===== src/rtl/dmem_pkg.sv =====
// Package: shared types and constants for the byte-lane data memory.
// Assumes a 16-bit word made of two 8-bit lanes.
package dmem_pkg;
    localparam int BYTE_W  = 8;
    localparam int LANES   = 2;
    localparam int WORD_W  = BYTE_W * LANES;

    typedef logic [BYTE_W-1:0] byte_t;

    // Access width as encoded on req_byte
    typedef enum logic {
        ACC_WORD = 1'b0,
        ACC_BYTE = 1'b1
    } acc_size_e;
endpackage


===== src/rtl/dmem_decode.sv =====
// Module: dmem_decode
// Decodes one request into a word index, per-lane write enables and data,
// a misalignment flag and the post-increment pointer value.
// Assumes: lane 0 = even byte, lane 1 = odd byte; a byte write carries its
// data on wdata[7:0]; a misaligned word write must not enable any lane.
module dmem_decode
    import dmem_pkg::*;
#(
    parameter int ADDR_W = 8,
    localparam int IDX_W = ADDR_W - 1
) (
    input  logic                    req_valid,
    input  logic                    req_write,
    input  logic                    req_byte,
    input  logic [ADDR_W-1:0]       req_addr,
    input  logic [WORD_W-1:0]       req_wdata,
    output logic [IDX_W-1:0]        word_idx,
    output logic                    rd_en,
    output logic                    misaligned,
    output logic [LANES-1:0]        lane_we,
    output byte_t [LANES-1:0]       lane_wdata,
    output logic [ADDR_W-1:0]       ptr_next
);
    acc_size_e size;
    logic      odd;

    // Purpose: classify the request width and alignment
    always_comb begin
        size       = acc_size_e'(req_byte);
        odd        = req_addr[0];
        word_idx   = req_addr[ADDR_W-1:1];
        misaligned = req_valid && (size == ACC_WORD) && odd;
        rd_en      = req_valid && !req_write;
    end

    // Purpose: steer write enables and write data onto the two lanes
    always_comb begin
        lane_we    = '0;
        lane_wdata = '0;
        if (size == ACC_BYTE) begin
            lane_wdata[0] = req_wdata[BYTE_W-1:0];
            lane_wdata[1] = req_wdata[BYTE_W-1:0];
            if (req_valid && req_write) begin
                lane_we[odd] = 1'b1;
            end
        end else begin
            lane_wdata[0] = req_wdata[BYTE_W-1:0];
            lane_wdata[1] = req_wdata[WORD_W-1:BYTE_W];
            if (req_valid && req_write && !odd) begin
                lane_we = '1;
            end
        end
    end

    // Purpose: post-increment step of one byte or one word
    always_comb begin
        if (size == ACC_BYTE) begin
            ptr_next = req_addr + ADDR_W'(1);
        end else begin
            ptr_next = req_addr + ADDR_W'(2);
        end
    end
endmodule


===== src/rtl/dmem_lane.sv =====
// Module: dmem_lane
// One 8-bit wide storage lane with synchronous write and registered read.
// Assumes at most one access (read or write) per cycle; contents are not reset.
module dmem_lane
    import dmem_pkg::*;
#(
    parameter int IDX_W = 7,
    localparam int DEPTH = 1 << IDX_W
) (
    input  logic              clk,
    input  logic              we,
    input  logic              re,
    input  logic [IDX_W-1:0]  idx,
    input  byte_t             wdata,
    output byte_t             rdata
);
    byte_t mem [DEPTH];

    // Purpose: write the lane byte when enabled
    always_ff @(posedge clk) begin
        if (we) begin
            mem[idx] <= wdata;
        end
    end

    // Purpose: registered read of the addressed byte
    always_ff @(posedge clk) begin
        if (re) begin
            rdata <= mem[idx];
        end
    end
endmodule


===== src/rtl/dmem_rdalign.sv =====
// Module: dmem_rdalign
// Registers the read-side control and aligns the lane outputs: a byte read
// returns the chosen lane on bits 7:0 with zeros above; a word read (aligned
// or not) returns {lane1, lane0} of the addressed word.
module dmem_rdalign
    import dmem_pkg::*;
(
    input  logic               clk,
    input  logic               rst_n,
    input  logic               rd_en,
    input  logic               req_byte,
    input  logic               addr_lsb,
    input  byte_t [LANES-1:0]  lane_rdata,
    output logic               rd_valid,
    output logic [WORD_W-1:0]  rd_data
);
    logic byte_q;
    logic lsb_q;

    // Purpose: capture read control alongside the lane read
    always_ff @(posedge clk) begin
        if (!rst_n) begin
            rd_valid <= 1'b0;
            byte_q   <= 1'b0;
            lsb_q    <= 1'b0;
        end else begin
            rd_valid <= rd_en;
            if (rd_en) begin
                byte_q <= req_byte;
                lsb_q  <= addr_lsb;
            end
        end
    end

    // Purpose: select and place the returned byte or word
    always_comb begin
        if (byte_q) begin
            rd_data = {{BYTE_W{1'b0}}, lane_rdata[lsb_q]};
        end else begin
            rd_data = {lane_rdata[1], lane_rdata[0]};
        end
    end

    // upper half is zero on byte reads
    p_upper_zero_r2: assert property (@(posedge clk) disable iff (!rst_n)
        (rd_en && req_byte) |=> (rd_data[WORD_W-1:BYTE_W] == '0));

    // every read, aligned or not, completes one cycle later
    p_read_done_r6: assert property (@(posedge clk) disable iff (!rst_n)
        rd_en |=> rd_valid);

    // no valid without a read the cycle before
    p_no_spurious_r10: assert property (@(posedge clk) disable iff (!rst_n)
        !rd_en |=> !rd_valid);
endmodule


===== src/rtl/dmem_trap.sv =====
// Module: dmem_trap
// Registers a one-cycle address-error request with the faulting address and
// direction. Address and direction hold until the next misaligned access.
module dmem_trap #(
    parameter int ADDR_W = 8
) (
    input  logic              clk,
    input  logic              rst_n,
    input  logic              misaligned,
    input  logic              req_write,
    input  logic [ADDR_W-1:0] req_addr,
    output logic              trap_pulse,
    output logic [ADDR_W-1:0] trap_addr,
    output logic              trap_write
);
    // Purpose: latch the trap request and its context
    always_ff @(posedge clk) begin
        if (!rst_n) begin
            trap_pulse <= 1'b0;
            trap_addr  <= '0;
            trap_write <= 1'b0;
        end else begin
            trap_pulse <= misaligned;
            if (misaligned) begin
                trap_addr  <= req_addr;
                trap_write <= req_write;
            end
        end
    end

    // misaligned access traps next cycle with its address and direction
    p_trap_ctx_r5: assert property (@(posedge clk) disable iff (!rst_n)
        misaligned |=> (trap_pulse && trap_addr == $past(req_addr)
                        && trap_write == $past(req_write)));

    // no trap without a misaligned access
    p_no_trap_r5: assert property (@(posedge clk) disable iff (!rst_n)
        !misaligned |=> !trap_pulse);

    // recorded context holds while no new fault arrives
    p_ctx_hold_r5: assert property (@(posedge clk) disable iff (!rst_n)
        (!misaligned && $past(rst_n)) |=> $stable(trap_addr));
endmodule


===== src/rtl/bytelane_dmem.sv =====
// Module: bytelane_dmem (top)
// A byte-addressable, 16-bit data memory built from two byte lanes that share
// a word-index decoder. Aligns byte reads, steers byte writes, suppresses
// misaligned word writes, requests an address-error trap and gives the
// post-increment pointer. Assumes one request per cycle.
module bytelane_dmem
    import dmem_pkg::*;
#(
    parameter int ADDR_W = 8,
    localparam int IDX_W = ADDR_W - 1
) (
    input  logic                clk,
    input  logic                rst_n,
    input  logic                req_valid,
    input  logic                req_write,
    input  logic                req_byte,
    input  logic [ADDR_W-1:0]   req_addr,
    input  logic [WORD_W-1:0]   req_wdata,
    output logic [ADDR_W-1:0]   ptr_next,
    output logic                rd_valid,
    output logic [WORD_W-1:0]   rd_data,
    output logic                trap_pulse,
    output logic [ADDR_W-1:0]   trap_addr,
    output logic                trap_write
);
    logic [IDX_W-1:0]   word_idx;
    logic               rd_en;
    logic               misaligned;
    logic [LANES-1:0]   lane_we;
    byte_t [LANES-1:0]  lane_wdata;
    byte_t [LANES-1:0]  lane_rdata;

    dmem_decode #(.ADDR_W(ADDR_W)) u_decode (
        .req_valid  (req_valid),
        .req_write  (req_write),
        .req_byte   (req_byte),
        .req_addr   (req_addr),
        .req_wdata  (req_wdata),
        .word_idx   (word_idx),
        .rd_en      (rd_en),
        .misaligned (misaligned),
        .lane_we    (lane_we),
        .lane_wdata (lane_wdata),
        .ptr_next   (ptr_next)
    );

    // One storage lane per byte of the word
    for (genvar g = 0; g < LANES; g++) begin : g_lane
        dmem_lane #(.IDX_W(IDX_W)) u_lane (
            .clk   (clk),
            .we    (lane_we[g]),
            .re    (rd_en),
            .idx   (word_idx),
            .wdata (lane_wdata[g]),
            .rdata (lane_rdata[g])
        );
    end

    dmem_rdalign u_rdalign (
        .clk        (clk),
        .rst_n      (rst_n),
        .rd_en      (rd_en),
        .req_byte   (req_byte),
        .addr_lsb   (req_addr[0]),
        .lane_rdata (lane_rdata),
        .rd_valid   (rd_valid),
        .rd_data    (rd_data)
    );

    dmem_trap #(.ADDR_W(ADDR_W)) u_trap (
        .clk        (clk),
        .rst_n      (rst_n),
        .misaligned (misaligned),
        .req_write  (req_write),
        .req_addr   (req_addr),
        .trap_pulse (trap_pulse),
        .trap_addr  (trap_addr),
        .trap_write (trap_write)
    );

    // a byte write enables exactly the lane named by address bit 0
    p_byte_lane_r3: assert property (@(posedge clk) disable iff (!rst_n)
        (req_valid && req_write && req_byte)
        |-> ($countones(lane_we) == 1 && lane_we[req_addr[0]]));

    // a misaligned word write enables no lane
    p_no_write_r7: assert property (@(posedge clk) disable iff (!rst_n)
        (req_valid && req_write && !req_byte && req_addr[0]) |-> (lane_we == '0));

    // an aligned word write enables both lanes
    p_word_both_r4: assert property (@(posedge clk) disable iff (!rst_n)
        (req_valid && req_write && !req_byte && !req_addr[0]) |-> (&lane_we));
endmodule


===== config.mk =====
export PLATFORM = sky130hd
export DESIGN_NAME = bytelane_dmem
export DESIGN_NICKNAME = d
export VERILOG_FILES = /design/src/rtl/dmem_pkg.sv /design/src/rtl/dmem_decode.sv /design/src/rtl/dmem_lane.sv /design/src/rtl/dmem_rdalign.sv /design/src/rtl/dmem_trap.sv /design/src/rtl/bytelane_dmem.sv
export SDC_FILE = /design/constraint.sdc
export NUM_CORES = 2
export LEC_CHECK = 0
export BUFFER_PORTS_ARGS = -buffer_cell sky130_fd_sc_hd__buf_2
export CAP_MARGIN = 25
export CORE_ASPECT_RATIO = 1.2
export CORE_MARGIN = 4
export CORE_UTILIZATION = 40
export CTS_BUF_LIST = sky130_fd_sc_hd__clkbuf_8
export DETAILED_ROUTE_END_ITERATION = 8
export GPL_ROUTABILITY_DRIVEN = 0
export MAX_ROUTING_LAYER = met4
export PLACE_DENSITY = 0.63
export SLEW_MARGIN = 15
export SYNTH_ARGS = -nofsm -noshare
export SYNTH_HDL_FRONTEND = slang
export SYNTH_SLANG_ARGS = --single-unit

===== constraint.sdc =====
create_clock -name clk -period 3 [get_ports clk]
set_clock_uncertainty 0.1 [all_clocks]
set_input_delay 0.45 -clock clk [delete_from_list [all_inputs] [get_ports clk]]
set_output_delay 0.45 -clock clk [all_outputs]
set_load 0.02 [all_outputs]

---- Word-level counts from Yosys, hierarchy flattened ----
Memories as Yosys holds them, arrays and structs flattened. A register that Yosys moved wholly into a read port is not among the register bits.
Index checks and enable logic that the tools add are counted.
operators by class
  add/sub/neg operators ................... 2
  magnitude comparators ................... 3
  multiplexer cells ....................... 14
  bitwise gates (word level) .............. 1
  reductions and logical operators ........ 8
operator list
  kind                                                 number
  2-to-1 mux 16 bit                                    2
  2-to-1 mux 8 bit                                     3
  adder 8 x 1 -> 8 bit (second input constant)         1
  adder 8 x 2 -> 8 bit (second input constant)         1
  logical AND 1 bit                                    6
  2-to-1 mux 2 bit                                     3
  2-to-1 mux 1 bit                                     5
  < comparator 1 x 2 -> 1 bit (second input constant)  2
  logical NOT 1 bit                                    2
  demux 1 bit (select 1 bit)                           1
  >= comparator 1 bit (second input constant)          1
  inverter 1 bit                                       1
word-level totals
  register bits after elaboration ......... 13
  bits in writable memories ............... 2048
  input port bits ......................... 29
  output and inout bits ................... 35
  logic and storage cells ................. 36
  memories ................................ 2
memories
  name                  depth  width  read ports  clocked after Yosys merged registers in  write ports  line             source
  g_lane[0].u_lane.mem  128    8      1           1                                        1            dmem_lane.sv:17  byte_t mem [DEPTH];
  g_lane[1].u_lane.mem  128    8      1           1                                        1            dmem_lane.sv:17

---- Depth between registers and ports, before layout ----
  depth in word-level cells ............... 8
  gate-level depth with buffers ........... 12
  mapped depth without buffers ............ 6

---- Hierarchy ----
Synthesis repeated with hierarchy kept, for this count alone.
second synthesis, totals
  cells, all modules ...................... 5061
  area total of the unflattened synthesis .. 82122.5 µm²
modules (own cells, without submodules)
  module        times used  cells an instance  area an instance (µm²)  sequential area each (µm²)
  dmem_lane     2           2475               40513.9                 30989.7
  dmem_decode   1           55                 431.7                   0.0
  dmem_trap     1           30                 365.4                   200.2
  dmem_rdalign  1           26                 297.8                   60.1

---- Worst setup path before layout ----
Ideal clock, no wire load.
  path type ............................... input -> register
  start ................................... input req_addr[3]
  end ..................................... memory g_lane[0].u_lane.mem[26][0] (netlist name), enable pin
  arrival ................................. 2.220 ns
  setup slack ............................. 0.310 ns
  cell stages on the path ................. 7
  path through ............................ buf_4 -> buf_6 -> nor3b_2 -> clkbuf_1 -> nand2_1 -> clkbuf_1 -> nor2_1
RTL lines
  what             line                 source
  start, declared  bytelane_dmem.sv:17  input logic [ADDR_W-1:0] req_addr,
  end, declared    dmem_lane.sv:17
No word-level cell before the write port.

==> reports/metrics.cfg <==
[power]
power_density_nw_per_um2 = 601.8
internal_power_mw = 44.83
seqPwrFrac = 0.545
p_sw_mw = 14.16
clkPwrFrac = 0.374
comb_power_share = 0.081
switching_share = 0.2400
p_leak_nw = 33.09
peakVddDrop_uv = 560.6
total_power_mw = 58.99

[synth]
async_flop_share = 0
synthesis.instances = 4876
synth.most_common_cell = edfxtp_1
ys.flop_type = edfxtp_1
synthDistinctLibCells = 78
yosysWarnings = 0
synth_area_leaders = edfxtp_1, a221oi_1, mux2i_1
synth_top_area_frac = 0.7615
postSynthRegisterBits = 2077
synth_edf_count = 2064
ys_seq_area_frac = 0.7647
synth_area_leader_cell = edfxtp_1
avgSynthCellArea_um2 = 16.69
synth_area_um2 = 81400
yosys-top-cells-count = edfxtp_1, nor2_1, a221oi_1, a22oi_1, a21oi_1
syn_nets = 4907

[die]
die_w_um = 419.8
core_region_area_um2 = 202500
initial_core_util = 0.4020
pin_count = 64
rows = 181
dieArea_um2 = 210800
die_h_um = 502.2

[timing]
period_share = 0.9986
finalMaxSlewViolations = 0
setup_viol = 0
hold_slack_ns = 0.08335
max_freq_ghz = 0.3338
maxSlewHeadroom = 0.2320
rsz0062_at_grt = false
worst_pin_slew_ns = 1.141
final-hold-violation-count = 0
fin_crit_ns = 2.996

[status]
outcome = completed

[final_layout]
design_area_um2 = 98020
fin_util = 0.4841
drive_gt1_frac = 0.2628
areaGrowthSynthToFinish_pct = 20.42
finish.net_count = 5882

[grt]
grt_overflow = 0
grt_antenna_before_repair = 12
grt_pass1_wl_mm = 401.5
grt_max_degree = 127
grt_util_all_layers = 0.2761
grt_pass1_vias = 53781

[route]
vias = 54428
wl_mm = 287.1
via_per_inst = 6.222
drt-initial-drc-count = 7649
wire_per_inst_um = 32.81
dr.pass1.iters = 9
drtAntennaViolNets = 0
route.detailed.drc = 0

[worst_setup_path]
worst_setup_path_end_kind = flop
worstSetupPathType = reg -> reg
crit_arrival_ns = 3.64
crit_path_start_kind = flop
crit_fanout = 2
reg2regPathDepth = 7
cp.required_ns = 3.65

[placement]
place_area_um2 = 91920
hpwlAfterDp_mm = 191.7
port_buffers = 63

[clocking]
cts_tree = built
h-tree-depth = 5
cts_sinks = 2077
insertion_delay_ns = 1.10
cts_setup_buffers = 0
clk_pin_slew_ns = 0.06
cts_buffer_depth = 4
cts_buffers = 329
cts-root-buf = clkbuf_8

[hold_path]
holdPathStages = 5
min_path_type = in -> reg

[flow_run]
drv_cap = 0

-- layout by cell type, fill, tap and decap left out, drive strengths merged, types with 69 or more instances in the layout --
| cell type | instances |
|---|---|
| a21oi | 197 |
| a221oi | 324 |
| a22oi | 201 |
| buf | 1010 |
| clkbuf | 341 |
| clkinv | 111 |
| edfxtp | 2064 |
| inv | 100 |
| mux2 | 113 |
| mux2i | 164 |
| nand2 | 157 |
| nor2 | 375 |
| o21ai | 150 |
| o22ai | 69 |
-- kinds of logic after synthesis --
family | count (synthesis) | synth area share
and+or+nand+nor | 695 | 0.03728
buffers and inverters | 395 | 0.02484
adders and majority gates | 2 | 0.0003074
DFF | 2077 | 0.7647
muxes | 308 | 0.04447
AOI/OAI and AO/OA | 1392 | 0.1277
xor gates and xnor gates | 7 | 0.0007532
-- flip-flops by register name, indices dropped and copies added (netlist names) --
name,count
u_rdalign.byte_q,1
u_trap.trap_write,1
u_trap.trap_addr,8
g_lane.u_lane.rdata,16
u_rdalign.lsb_q,1
u_rdalign.rd_valid,1
u_trap.trap_pulse,1
g_lane.u_lane.mem,2048
-- critical path: stages, from the launching register on --
cell	delay (ns)
edfxtp_1	0.37
mux2i_1	0.18
o21ai_0	0.10
a21oi_1	0.42
a221oi_1	0.22
buf_4	0.18
o41ai_1	0.88
o311ai_1	0.23
-- power groups by stage --
stage	logic (mW)	clock network (mW)	registers (mW)
CTS	4.66	22.2	32.1
global placement	4.57	0	32.7
floorplan	1.93	0	32.7
detailed placement	4.62	0	32.7
finish	4.78	22.1	32.1
global route	4.86	23.6	32.1
-- metrics by stage --
| stage | instances | setup TNS, ns | worst slack, ns |
|---|---|---|---|
| CTS | 8728 | 0 | 0.01444 |
| global route | 8738 | 0 | 0.004894 |
| global placement | 8150 | -13.50 | -0.7180 |
| finish | 8748 | 0 | 0.004171 |
| floorplan | 4876 | 0 | 0.3100 |
| detailed placement | 8151 | -19.41 | -0.6647 |
-- final cells by class --
cell class	count	area, um2
sequential	2077	62240
inverter	8	45.04
fill	17043	104400
clock buffer	341	4693
tap	2653	3319
antenna	19	47.55
timing repair buffer	1031	9313
multi-input combinational	2404	17270
clock inverter	215	1091
-- routing by layer --
metal	share of wire	vias to the layer above	track usage
li1	-	22014	-
met1	0.34	27504	0.3299
met2	0.47	3991	0.4244
met3	0.11	919	0.06064
met4	0.075	0	0.1790
met5	0	-	-
-- path summary, 6_finish.rpt --
kind                                             startpoint                         to  slack [ns]
worst min register to register          u_trap.trap_addr[2]        u_trap.trap_addr[2]        0.36
worst max-delay path            g_lane[1].u_lane.mem[90][2]  g_lane[1].u_lane.rdata[2]       0.004
worst max register to register  g_lane[1].u_lane.mem[90][2]  g_lane[1].u_lane.rdata[2]       0.004
worst min-delay path                            req_addr[2]        u_trap.trap_addr[2]        0.08
-- timing repair --
action	4_1_cts	5_1_grt
cloned	1	0
endpoints found under the hold margin	443	0
hold buffers	20	0
resized for setup	4	1
endpoints found under the setup margin	5	1
(Power assumes the default switching activity.)
